<file path="src/rtl/pll_cfg_pkg.sv">
package pll_cfg_pkg;
    localparam int unsigned REG_W = 32;
    localparam int unsigned NLANE = REG_W / 8;

    localparam logic [REG_W-1:0] RST_VALUE     = 32'h2204_0100;
    localparam logic [REG_W-1:0] WRITABLE_MASK = 32'hFF3F_7F73;
    localparam logic [REG_W-1:0] FIELD_MASK    = 32'hEE3E_7F73;
    localparam logic [REG_W-1:0] REN_MASK      = 32'h1000_0000;

    localparam int unsigned R_LSB   = 29;
    localparam int unsigned REN_BIT = 28;
    localparam int unsigned Q_LSB   = 25;
    localparam int unsigned QEN_BIT = 24;
    localparam int unsigned P_LSB   = 17;
    localparam int unsigned PEN_BIT = 16;
    localparam int unsigned N_LSB   = 8;
    localparam int unsigned M_LSB   = 4;
    localparam int unsigned SRC_LSB = 0;

    typedef enum logic [1:0] {
        LK_OPEN        = 2'b00,
        LK_SYSCLK_ONLY = 2'b01,
        LK_RUN         = 2'b10,
        LK_RUN_SYSCLK  = 2'b11
    } lock_mode_t;
endpackage

</file>
<file path="src/rtl/pll_cfg_lock.sv">
module pll_cfg_lock
    import pll_cfg_pkg::*;
(
    input  logic             pll_running,
    input  logic             r_is_sysclk,
    output lock_mode_t       mode,
    output logic [REG_W-1:0] allow_mask
);
    always_comb begin
        mode = lock_mode_t'({pll_running, r_is_sysclk});
    end

    always_comb begin
        unique case (mode)
            LK_OPEN:        allow_mask = WRITABLE_MASK;
            LK_SYSCLK_ONLY: allow_mask = WRITABLE_MASK & ~REN_MASK;
            LK_RUN:         allow_mask = WRITABLE_MASK & ~FIELD_MASK;
            LK_RUN_SYSCLK:  allow_mask = WRITABLE_MASK & ~FIELD_MASK & ~REN_MASK;
            default:        allow_mask = '0;
        endcase
    end
endmodule

</file>
<file path="src/rtl/pll_cfg_wmask.sv">
module pll_cfg_wmask
    import pll_cfg_pkg::*;
(
    input  logic             wr_hit,
    input  logic [NLANE-1:0] wstrb,
    input  logic [REG_W-1:0] wdata,
    input  logic [REG_W-1:0] cur,
    input  logic [REG_W-1:0] allow_mask,
    output logic [REG_W-1:0] upd_mask,
    output logic             blocked
);
    logic [REG_W-1:0] lane_mask;
    logic [REG_W-1:0] frozen_diff;

    for (genvar g = 0; g < NLANE; g++) begin : g_lane
        assign lane_mask[8*g +: 8] = {8{wstrb[g]}};
    end

    always_comb begin
        frozen_diff = (cur ^ wdata) & lane_mask & WRITABLE_MASK & ~allow_mask;
        upd_mask    = wr_hit ? (lane_mask & allow_mask) : '0;
        blocked     = wr_hit && (frozen_diff != '0);
    end
endmodule

</file>
<file path="src/rtl/pll_cfg_decode.sv">
module pll_cfg_decode
    import pll_cfg_pkg::*;
(
    input  logic             clk,
    input  logic             rst_n,
    input  logic [REG_W-1:0] cfg,
    input  logic             pll_running,
    output logic [1:0]       src_sel,
    output logic [2:0]       in_div_code,
    output logic [6:0]       mult_code,
    output logic [4:0]       p_div_code,
    output logic             p_en,
    output logic [2:0]       q_div_code,
    output logic             q_en,
    output logic [2:0]       r_div_code,
    output logic             r_en,
    output logic [3:0]       r_ratio,
    output logic             r_code_err,
    output logic             r_en_gated
);
    always_comb begin
        src_sel     = cfg[SRC_LSB +: 2];
        in_div_code = cfg[M_LSB +: 3];
        mult_code   = cfg[N_LSB +: 7];
        p_div_code  = cfg[P_LSB +: 5];
        p_en        = cfg[PEN_BIT];
        q_div_code  = cfg[Q_LSB +: 3];
        q_en        = cfg[QEN_BIT];
        r_div_code  = cfg[R_LSB +: 3];
        r_en        = cfg[REN_BIT];
        r_ratio     = {1'b0, r_div_code} + 4'd1;
        r_code_err  = (r_div_code == 3'b000);
        r_en_gated  = r_en && pll_running;
    end

    // the reserved code always maps to ratio 1, valid codes to 2..8
    a_r8_err_ratio: assert property (@(posedge clk) disable iff (!rst_n)
        r_code_err |-> (r_ratio == 4'd1));
    a_r8_ratio_range: assert property (@(posedge clk) disable iff (!rst_n)
        !r_code_err |-> (r_ratio >= 4'd2 && r_ratio <= 4'd8));
    // the gated enable never appears while the loop is stopped
    a_r9_gate: assert property (@(posedge clk) disable iff (!rst_n)
        r_en_gated |-> (pll_running && r_en));
endmodule

</file>
<file path="src/rtl/pll_cfg_reg.sv">
module pll_cfg_reg
    import pll_cfg_pkg::*;
#(
    parameter int unsigned           ADDR_W     = 8,
    parameter logic [ADDR_W-1:0]     REG_OFFSET = 8'h0C
) (
    input  logic              clk,
    input  logic              rst_n,
    input  logic              bus_sel,
    input  logic              bus_wr,
    input  logic [ADDR_W-1:0] bus_addr,
    input  logic [3:0]        bus_wstrb,
    input  logic [31:0]       bus_wdata,
    output logic [31:0]       bus_rdata,
    input  logic              pll_running,
    input  logic              r_is_sysclk,
    output logic [1:0]        src_sel,
    output logic [2:0]        in_div_code,
    output logic [6:0]        mult_code,
    output logic [4:0]        p_div_code,
    output logic              p_en,
    output logic [2:0]        q_div_code,
    output logic              q_en,
    output logic [2:0]        r_div_code,
    output logic              r_en,
    output logic [3:0]        r_ratio,
    output logic              r_code_err,
    output logic              r_en_gated,
    output logic              wr_ignored
);
    logic [REG_W-1:0] cfg_q;
    logic [REG_W-1:0] allow_mask;
    logic [REG_W-1:0] upd_mask;
    logic             blocked;
    logic             addr_hit;
    logic             wr_hit;
    lock_mode_t       mode;

    assign addr_hit = bus_sel && (bus_addr == REG_OFFSET);
    assign wr_hit   = addr_hit && bus_wr;

    pll_cfg_lock u_lock (
        .pll_running (pll_running),
        .r_is_sysclk (r_is_sysclk),
        .mode        (mode),
        .allow_mask  (allow_mask)
    );

    pll_cfg_wmask u_wmask (
        .wr_hit     (wr_hit),
        .wstrb      (bus_wstrb),
        .wdata      (bus_wdata),
        .cur        (cfg_q),
        .allow_mask (allow_mask),
        .upd_mask   (upd_mask),
        .blocked    (blocked)
    );

    always_ff @(posedge clk) begin
        if (!rst_n) begin
            cfg_q      <= RST_VALUE;
            wr_ignored <= 1'b0;
        end else begin
            cfg_q      <= (cfg_q & ~upd_mask) | (bus_wdata & upd_mask);
            wr_ignored <= blocked;
        end
    end

    always_comb begin
        bus_rdata = (addr_hit && !bus_wr) ? cfg_q : '0;
    end

    pll_cfg_decode u_dec (
        .clk         (clk),
        .rst_n       (rst_n),
        .cfg         (cfg_q),
        .pll_running (pll_running),
        .src_sel     (src_sel),
        .in_div_code (in_div_code),
        .mult_code   (mult_code),
        .p_div_code  (p_div_code),
        .p_en        (p_en),
        .q_div_code  (q_div_code),
        .q_en        (q_en),
        .r_div_code  (r_div_code),
        .r_en        (r_en),
        .r_ratio     (r_ratio),
        .r_code_err  (r_code_err),
        .r_en_gated  (r_en_gated)
    );

    // an unstrobed lane keeps its contents across a write
    for (genvar g = 0; g < NLANE; g++) begin : g_lane_chk
        a_r2_lane_hold: assert property (@(posedge clk) disable iff (!rst_n)
            (bus_sel && bus_wr && !bus_wstrb[g]) |=> $stable(cfg_q[8*g +: 8]));
    end

    // reserved positions read back as zero
    a_r3_rsv_zero: assert property (@(posedge clk) disable iff (!rst_n)
        (bus_sel && !bus_wr) |-> ((bus_rdata & ~WRITABLE_MASK) == '0));
    // writes elsewhere leave the register alone
    a_r4_miss_hold: assert property (@(posedge clk) disable iff (!rst_n)
        (bus_sel && bus_wr && bus_addr != REG_OFFSET) |=> $stable(cfg_q));
    // frozen fields hold while the loop runs
    a_r5_fields_hold: assert property (@(posedge clk) disable iff (!rst_n)
        pll_running |=> $stable(cfg_q & FIELD_MASK));
    // R enable holds while R output is the system clock
    a_r7_ren_hold: assert property (@(posedge clk) disable iff (!rst_n)
        r_is_sysclk |=> $stable(cfg_q[REN_BIT]));
    // the pulse always follows a write request
    a_r10_pulse_cause: assert property (@(posedge clk) disable iff (!rst_n)
        wr_ignored |-> $past(bus_sel && bus_wr));
    // an open lock mode never produces a pulse
    a_r10_open_quiet: assert property (@(posedge clk) disable iff (!rst_n)
        (mode == LK_OPEN) |=> !wr_ignored);
endmodule

</file>
<file path="config.mk">
export PLATFORM = sky130hd
export DESIGN_NAME = pll_cfg_reg
export DESIGN_NICKNAME = d
export VERILOG_FILES = /design/src/rtl/pll_cfg_pkg.sv /design/src/rtl/pll_cfg_lock.sv /design/src/rtl/pll_cfg_wmask.sv /design/src/rtl/pll_cfg_decode.sv /design/src/rtl/pll_cfg_reg.sv
export SDC_FILE = /design/constraint.sdc
export NUM_CORES = 1
export LEC_CHECK = 0
export ABC_AREA = 0
export CAP_MARGIN = 20
export CORE_UTILIZATION = 45
export DETAILED_ROUTE_END_ITERATION = 10
export DONT_BUFFER_PORTS = 1
export GPL_ROUTABILITY_DRIVEN = 0
export HOLD_SLACK_MARGIN = 0.03
export SYNTH_ARGS = -nofsm -noshare
export SYNTH_HDL_FRONTEND = slang
export SYNTH_SLANG_ARGS = --single-unit
</file>
<file path="constraint.sdc">
create_clock -name clk -period 3.1 [get_ports clk]
set_input_delay 0.465 -clock clk [delete_from_list [all_inputs] [get_ports clk]]
set_output_delay 0.465 -clock clk [all_outputs]
set_load 0.03 [all_outputs]
</file>
# After elaboration in Yosys (flattened, before gate mapping)

Cells that the tools add are included.

Register bits: 33
Input bits: 50
Output and inout port bits: 65
Logic and storage cells: 28

Add/sub/neg operators: 1
Equal/unequal tests: 4
Muxes and demuxes: 3
Bitwise gates (word level): 9
Reductions and logical operators: 9

Operators with widths:

| operator              | number |
|---|---|
| $and A32 B32 Y32      | 5 |
| $pmux W32 S4          | 1 |
| $mux W32              | 2 |
| $not A32 Y32          | 2 |
| $or A32 B32 Y32       | 1 |
| $reduce_bool A32 Y1   | 1 |
| $xor A32 B32 Y32      | 1 |
| $eq A8 B4 Y1 const B  | 1 |
| $logic_and A1 B1 Y1   | 5 |
| $add A3 B1 Y4 const B | 1 |
| $eq A2 B2 Y1 const B  | 2 |
| $logic_not A3 Y1      | 1 |
| $eq A2 B1 Y1 const B  | 1 |
| $logic_not A2 Y1      | 1 |
| $logic_not A1 Y1      | 1 |

# Logic depth before layout (Yosys ltp)

Gate-level depths: netlist of the first run.

Depth after elaboration: 7
Mapped depth: 7
Gate-level depth less buffers: 5

# Hierarchy

A second synthesis of the first run with hierarchy kept.

Cells, all modules: 334
Area, all modules: 2966.6 um^2

By module, submodules not included:

| module         | instances | cells each | area each (um^2) | sequential area each (um^2) |
|---|---|---|---|---|
| pll_cfg_reg    | 1         | 183        | 1889.3           | 660.6 |
| pll_cfg_wmask  | 1         | 81         | 566.8            | 0.0 |
| pll_cfg_decode | 1         | 34         | 255.2            | 0.0 |
| pll_cfg_lock   | 1         | 36         | 255.2            | 0.0 |

# Worst setup path after synthesis of the first run

No wires, ideal clock.

Path type: in2out
From: input bus_addr[5]
To: output bus_rdata[0]
Arrival time: 1675 ps
Required time: 2635 ps
Slack: 960 ps
Stages: 6
Buffers on the path: 2
Path through: nor4bb_1 and4_1 buf_6 and2b_2 buf_6 and2_1

Cells in the longest elaborated chain, start to end: 4

Ends and longest elaborated chain:

| item                | line              | text |
|---|---|---|
| start: declaration  | pll_cfg_reg.sv:11 | `input logic [ADDR_W-1:0] bus_addr,` |
| $eq A8 B4 Y1        | pll_cfg_reg.sv:39 | `assign addr_hit = bus_sel && (bus_addr == REG_OFFSET);` |
| $logic_and A1 B1 Y1 | pll_cfg_reg.sv:39 |  |
| $logic_and A1 B1 Y1 | pll_cfg_reg.sv:70 | `bus_rdata = (addr_hit && !bus_wr) ? cfg_q : '0;` |
| $mux W32            | pll_cfg_reg.sv:70 |  |
| end: declaration    | pll_cfg_reg.sv:14 | `output logic [31:0] bus_rdata,` |

Every way passes these cells.

==> flow_summary.toml, run 1 <==
[die]
rows = 22
die_y_um = 63.9
initial_core_util_pct = 47.1
core_area_mm2 = 0.00366
die-area_mm2 = 0.00408
ios = 115
die_w_um = 63.9

[setup_path]
crit_path_end = "r_code_err"
r2r_end = "wr_ignored"
worst-path-stages = 3
critPathMaxFanout = 7
cpLargestDelayFamily = "simple AND/OR/NAND/NOR gates"
start_kind = "flop"
cpPeakStageDelay_ns = 0.48
cp.required_ns = 2.63
critPathKind = "flop to output port"
cp_cell_sequence = "inv_1 -> ha_1 -> nor2b_1"
slowest_stage = "nor2b_1"
cp.arrival_ns = 1.71
critPathBufInv = 1
end_kind = "output port"
reg2reg_depth = 5
regToRegSetupSlack_ns = 1.50

[cts]
cts-root-buf = "clkbuf_8"
numCtsBuffers = 3
post_cts_buffers = 0
cts.path.max_buffers = 2
clock_sinks = 27
ctsHtreeMaxLevel = 1
cts_tree = "yes"
clk_latency_ns = 0.27
clk_pin_slew_ns = 0.09
hold_buffers = 0
cts_resized = 0

[grt]
grt_first_pass_wirelength_um = 5380
grtUsageTotal_pct = 16.8
grt_max_degree = 29
grt-ovfl-total = 0
grt_pass1_vias = 1166
antenna_found_initial = 0

[timing]
post-route-min-period_ns = 2.18
tightest_slew_ns = 0.615
finalSetupViolations = 0
period_share_pct = 70.2
timing.fmax_mhz = 460
tns_ns = 0
finalHoldViolCount = 0
fin_skew_ns = 0.00317
relSlewSlack_pct = 58.9
rsz0062_at_grt = "false"
maxSlewViolCount = 0

[yosys]
syn_inst = 178
yosys.area.top_type_share_pct = 31.3
netlist_area_mm2 = 0.00172
synth_edf_count = 0
synthFlopType = "dfxtp_1"
synth.avg_cell_area_um2 = 9.69
yosysSeqAreaShare_pct = 31.3
synth_top_area_cell = "dfxtp_1"
ys_top_cells_by_area = "dfxtp_1 (31%), mux2i_1 (15%), and2_1 (9.8%)"
synth_top_cells_by_count = "and2_1 (27), dfxtp_1 (27), mux2i_1 (25), nor2b_1 (22), xor2_1 (14)"
async_flop_share_pct = 0
ys_ff_latch = 27
yosys_warnings = 0
yosysUniqueCellTypes = 28

[placed_design]
dpl_cell_area_mm2 = 0.00170
dp_cells = 218
dp_hpwl_um = 2580
io_buffers = 0

[routing]
vias_per_cell = 5.41
routedWlPerCell_um = 15.4
firstDrtPassIters = 5
antenna_left = 0
num_vias = 1201
postRouteWirelength_um = 3430
drc_errors = 0
drtIter0Drc = 26

[layout]
fill_cells = 351
drive_above_1_share_pct = 5.17
area_growth_pct = 1.31
final_cells = 222
nets = 227
antenna_cells = 0
postLayoutCellArea_mm2 = 0.00175

[power_and_ir_drop]
p_per_area_mw_per_mm2 = 332
p_leak_uw = 0.000882
irDropWorstVdd_uv = 175
p_total_uw = 580

[worst_hold_path]
hold_start = "rst_n"
hold_path_class = "input pin to flop"

[job]
cap_violations = 0

[status]
status = "finished, final reports clean"
## worst min path at each step
stage,slack (ns),end,cells after the start
after floorplan,0.57,flop,1
after global placement,0.53,flop,1
after detailed placement,0.53,flop,1
after CTS,0.25,flop,1
after global routing,0.24,flop,1
final,0.26,flop,1
## cells in the final DEF, fill, tap and decap left out
cell and count:
and2_1 27, dfxtp_1 27, mux2i_1 25, nor2b_1 22, xor2_1 14, xnor2_1 11, nand2_1 7, conb_1 6
nand4b_4 4, nand3_1 4, a31oi_1 4, clkbuf_8 3, nor2_1 2, inv_1 2, nor3_1 2, ha_1 2
nor4bb_1 1, and4_1 1, and2b_2 1, o211ai_1 1, o31ai_1 1, nand4_1 1, o311ai_0 1, nor4_1 1
a41oi_1 1, and3_1 1, clkbuf_1 1, buf_4 1
## per-stage QoR
step	setup slack (ns)	utilization (%)	hold WS, ns
2_1_floorplan	0.960	-	0.566
5_1_grt	0.832	47.7	0.240
4_1_cts	0.893	47.7	0.248
3_3_place_gp	0.981	46.5	0.531
3_5_place_dp	0.897	46.5	0.534
6_report	0.925	47.7	0.257
## metal layers
| layer | up-vias | share of wire [%] | GRT usage [%] |
|---|---|---|---|
| met5 | - | 0 | 0 |
| met2 | 56 | 50 | 30.7 |
| met4 | 0 | 0.50 | 4.26 |
| met3 | 2 | 8.6 | 5.89 |
| li1 | 572 | - | - |
| met1 | 571 | 41 | 18.3 |
## power breakdown
part | total (µW) | leakage [µW] | switching [µW] | internal (µW)
Combinational | 36.8 | 0.000642 | 17.3 | 19.5
Clock | 196 | 0.0000228 | 105 | 91.9
Sequential | 347 | 0.000218 | 0.237 | 347
Total | 580 | 0.000882 | 122 | 458
## area by class of cell
class,count,area (µm²),area share (%)
clock buffers,4,45.0,2.58
inverters,2,7.51,0.430
multi-input cells,140,1090,62.2
flip-flops and latches,27,541,30.9
well taps,48,60.1,3.44
repair buffers,1,7.51,0.430
## logic make-up after synthesis
logic type	Yosys count	synth area share, %
xor gates and xnor gates	25	12.7
other	1	0.217
buffers and inverters	16	6.75
muxes	25	14.5
adders and majority gates	2	1.45
and+or+nand+nor	74	29.7
DFF	27	31.3
AOI/OAI and AO/OA	8	3.34
Note: power is estimated with default switching activity, not from simulation.
==> run 2, diff against run 1 <==
==> constraint.sdc (replaced) <==
create_clock -name clk -period 1.85 [get_ports clk]
set_input_delay 0.2775 -clock clk [delete_from_list [all_inputs] [get_ports clk]]
set_output_delay 0.2775 -clock clk [all_outputs]
set_load 0.03 [all_outputs]
==> run 2 against run 1 <==
Sequential share of layout area decreased by 5.5 points. Clock skew grew 0.0037 ns. Count of clock-buffer cells in the layout did not move. Worst setup slack got worse by 0.81 ns. Non-clock buffer count is 50 higher. Global-route usage rose by 2.2 points. Flip-flop and latch count unchanged. Wire length is 12% higher. Critical path type is now input pin to output port.
==> flow_summary.toml, run 2 (same netlist as run 1, synthesis figures left out) <==
[status]
status = "finished, final reports clean"

[cts]
clk_pin_slew_ns = 0.09
clock_sinks = 27
ctsHtreeMaxLevel = 1
clk_latency_ns = 0.27
hold_buffers = 0
cts.path.max_buffers = 2
cts-root-buf = "clkbuf_8"
post_cts_buffers = 0
cts_tree = "yes"
cts_resized = 0
numCtsBuffers = 3

[setup_path]
slowest_stage = "nor4bb_1"
path_common_cell = "buf_4"
cpPeakStageDelay_ns = 0.26
end_kind = "output port"
cp_cell_sequence = "nor4bb_1 -> and4_1 -> and2b_2 -> buf_4 -> and2_1 -> buf_4"
regToRegSetupSlack_ns = 0.50
critPathMaxFanout = 11
cp.required_ns = 1.57
start_kind = "input pin"
r2r_end = "wr_ignored"
critPathKind = "input pin to output port"
reg2reg_depth = 5
cp.arrival_ns = 1.46

[die]
ios = 115
die-area_mm2 = 0.00408
core_area_mm2 = 0.00366
initial_core_util_pct = 47.1
die_w_um = 63.9
rows = 22
die_y_um = 63.9

[timing]
maxSlewViolCount = 0
finalWorstSetupSlack_ns = 0.113
tns_ns = 0
finalHoldViolCount = 0
fin_skew_ns = 0.00685
finalSetupViolations = 0
rsz0062_at_grt = "false"
period_share_pct = 93.9
post-route-min-period_ns = 1.74
timing.fmax_mhz = 576

[layout]
drive_above_1_share_pct = 26.3
antenna_cells = 0
nets = 277
final_common_cell = "buf_4"
postLayoutCellArea_mm2 = 0.00212
final_cell_mix = "buf_4 (51), and2_1 (27), dfxtp_1 (27)"
area_growth_pct = 23.1
finish.utilization_pct = 58.0

[placed_design]
dpl_cell_area_mm2 = 0.00208
dp_hpwl_um = 3130
io_buffers = 0
dp_slack_ns = 0.0428

[power_and_ir_drop]
p_total_uw = 977
power.share.sequential_pct = 59.4
p_leak_uw = 0.00115
p_sw_share_pct = 21.4
p_int_uw = 768
irDropWorstVdd_uv = 342
clock_power_share_pct = 34.2
combPwrFrac_pct = 6.4
switchingPower_uw = 210
p_per_area_mw_per_mm2 = 461

[routing]
drc_errors = 0
antenna_left = 0
firstDrtPassIters = 4
routedWlPerCell_um = 14.1
postRouteWirelength_um = 3830
num_vias = 1368
drtIter0Drc = 14
vias_per_cell = 5.03

[grt]
grt_max_degree = 29
grt-ovfl-total = 0
grtUsageTotal_pct = 19.0
grt_first_pass_wirelength_um = 6050
antenna_found_initial = 0
grt_pass1_vias = 1364

[worst_hold_path]
hold_path_class = "input pin to flop"
hold_start = "rst_n"
holdPathStages = 1

[job]
cap_violations = 0
-- run 2: how the worst max path moves through the flow --
stage / cells past startpoint / endpoint / from / slack [ns]
4_1_cts: 6 / bus_rdata[5] / bus_addr[5] / 0.04
3_3_place_gp: 6 / bus_rdata[19] / bus_addr[5] / 0.17
3_5_place_dp: 6 / bus_rdata[5] / bus_addr[5] / 0.04
6_report: 6 / bus_rdata[5] / bus_addr[5] / 0.11
5_1_grt: 6 / bus_rdata[5] / bus_addr[5] / 0.005
2_1_floorplan: 6 / bus_rdata[0] / bus_addr[5] / 0.08
-- run 2: worst max-delay path, delay by kind of cell --
kind	cells	cell delay (ns)
AND/OR/NAND/NOR	4	0.85
buffers and inverters	2	0.33
-- run 2: power groups by stage --
stage / Combinational (µW) / Clock (µW) / Sequential, µW
floorplan: 78.0 / 0 / 595
finish: 62.2 / 334 / 581
detailed placement: 62.5 / 0 / 595
CTS: 62.8 / 344 / 581
global route: 67.5 / 372 / 581
global placement: 61.7 / 0 / 595
-- run 2: per-stage QoR --
| stage | std cells | hold WS (ns) |
|---|---|---|
| 3_3_place_gp | 268 | 0.343 |
| 2_1_floorplan | 183 | 0.378 |
| 4_1_cts | 272 | 0.0648 |
| 3_5_place_dp | 268 | 0.347 |
| 5_1_grt | 272 | 0.0602 |
| 6_report | 272 | 0.0701 |
-- run 2: cell type report --
| class | instances | area [µm²] |
|---|---|---|
| inverters | 2 | 7.51 |
| well taps | 48 | 60.1 |
| flip-flops and latches | 27 | 541 |
| clock buffers | 4 | 45.0 |
| fillers | 334 | 1540 |
| multi-input cells | 140 | 1090 |
| repair buffers | 51 | 383 |
-- run 2: layer usage --
metal	part of all wire [%]	wire (µm)	GRT usage, %
met4	1.1	41	5.97
met5	0	0	0
met3	7.7	294	4.29
met1	39	1480	19.9
met2	53	2020	36.7
==> run 3, diff against run 2 <==
--- a/config.mk
+++ b/config.mk
@@ -14,4 +14,5 @@
 export HOLD_SLACK_MARGIN = 0.03
 export SYNTH_ARGS = -nofsm -noshare
 export SYNTH_HDL_FRONTEND = slang
+export SYNTH_HIERARCHICAL = 1
 export SYNTH_SLANG_ARGS = --single-unit
==> run 3 against run 2 <==
Clock skew fell by 0.0034 ns. Final cell count rose by 53%. Core utilization fell by 3.9 points. Register-to-register slack got worse by 0.26 ns. Area after synthesis rose by 71%.
==> flow_summary.toml, run 3 <==
[status]
status = "finished, final reports clean"

[cts]
cts_tree = "yes"
hold_buffers = 0
clock_sinks = 33
cts-root-buf = "clkbuf_8"
clk_pin_slew_ns = 0.07
ctsHtreeMaxLevel = 2
cts.path.max_buffers = 2
numCtsBuffers = 5
clk_latency_ns = 0.28

[setup_path]
critPathBufInv = 2
critPathKind = "input pin to output port"
cpLargestDelayFamily = "simple AND/OR/NAND/NOR gates"
cp.arrival_ns = 1.56
end_kind = "output port"
cpPeakStageDelay_ns = 0.57
critPathMaxFanout = 21
start_kind = "input pin"
cp.required_ns = 1.57
slowest_stage = "or4_4"
cp_cell_sequence = "or4_4 -> buf_12 -> nor4_2 -> buf_4"

[placed_design]
dp_slack_ns = -0.108
io_buffers = 0
dp_hpwl_um = 4870
dp_cells = 408

[worst_hold_path]
hold_path_class = "input pin to flop"

[die]
die-area_mm2 = 0.00689
die_y_um = 83.0
core_area_mm2 = 0.00635
die_w_um = 83.0
ios = 115
rows = 29
initial_core_util_pct = 46.5

[grt]
grtUsageMet1_pct = 25.2
grt_max_degree = 41
antenna_found_initial = 0
top_usage_layer = "met2"
grt_util_met3_pct = 5.37
grt_first_pass_wirelength_um = 11600
grt_pass1_vias = 2351
use_met2_pct = 35.4
grt-ovfl-total = 0
grtUsageTotal_pct = 20.6

[layout]
drive_above_1_share_pct = 32.9
antenna_cells = 0
nets = 391
final_common_cell = "buf_4"
fill_cells = 582
multi_input_area_mm2 = 0.00198
final_cell_mix = "buf_4 (63), dfxtp_1 (33), nand2b_1 (32), mux2i_1 (32), and3_1 (32)"
area_growth_pct = 16.2
register_area_um2 = 661
final_cells = 417

[power_and_ir_drop]
irDropWorstVdd_uv = 247
p_leak_uw = 0.00132
power.share.sequential_pct = 51.4
combPwrFrac_pct = 10.3
p_per_area_mw_per_mm2 = 403
p_int_uw = 1040
switchingPower_uw = 339
clock_power_share_pct = 38.3
p_sw_share_pct = 24.6

[routing]
firstDrtPassIters = 4
routedWlPerCell_um = 16.5
antenna_left = 0
postRouteWirelength_um = 6880
vias_per_cell = 5.29
drtIter0Drc = 48
num_vias = 2208
drc_errors = 0

[timing]
period_share_pct = 99.5
finalWorstSetupSlack_ns = 0.00973
tns_ns = 0
timing.fmax_mhz = 543
tightest_slew_ns = 0.536
post-route-min-period_ns = 1.84
maxSlewViolCount = 0
finalSetupViolations = 0
rsz0062_at_grt = "true"
holdWs_ns = 0.0591
relSlewSlack_pct = 63.8
finalHoldViolCount = 0
fin_skew_ns = 0.00349

[yosys]
syn_inst = 332
yosys_warnings = 6
synth.avg_cell_area_um2 = 8.89
netlist_area_mm2 = 0.00295

[job]
cap_violations = 0
-- run 3: worst reg2reg max path, cell delays in order (launching register included) --
cell and delay [ns]:
dfxtp_1 0.35, xnor2_1 0.12, o22ai_1 0.09, o41ai_1 0.57, a41oi_1 0.18, and2_1 0.19
-- run 3: metrics by stage --
| stage | cell area (µm²) | power, µW | util, % |
|---|---|---|---|
| floorplan | 3200 | 919 | - |
| global placement | 3320 | 866 | 52.3 |
| detailed placement | 3320 | 867 | 52.3 |
| CTS | 3410 | 1400 | 53.7 |
| global route | 3430 | 1450 | 54.0 |
| finish | 3430 | 1380 | 54.0 |
-- run 3: worst paths after layout --
check                  endpoint         from  cells past startpoint  slack (ns)
setup / recovery  bus_rdata[31]  bus_addr[0]                      4        0.01
hold / removal             flop        rst_n                      1        0.06
setup reg to reg     wr_ignored         flop                      5        0.24
hold reg to reg            flop         flop                      2        0.53
-- run 3: final cells by class --
class	count	share of cell area [%]
clock inverters	2	0.292
multi-input cells	223	57.8
well taps	77	2.81
repair buffers	70	17.1
flip-flops and latches	33	19.3
inverters	6	0.656
clock buffers	6	2.12
-- run 3: power by group through the flow --
stage	combinational [µW]	sequential, µW	clock (µW)
global route	152	710	591
floorplan	192	727	0
detailed placement	140	727	0
finish	142	710	529
global placement	140	727	0
CTS	141	710	550
-- run 3: layer usage --
| layer | part of all wire [%] | vias up | wire length (µm) |
|---|---|---|---|
| li1 | - | 1098 | - |
| met2 | 49 | 68 | 3350 |
| met1 | 44 | 1036 | 3000 |
| met5 | 0 | - | 0 |
| met4 | 1.2 | 0 | 85 |
| met3 | 6.5 | 6 | 445 |
-- run 3: repair_timing --
item	4_1_cts	5_1_grt
resized for setup	1	3
setup endpoints to repair	3	10
setup buffers	0	1
cloned	0	0
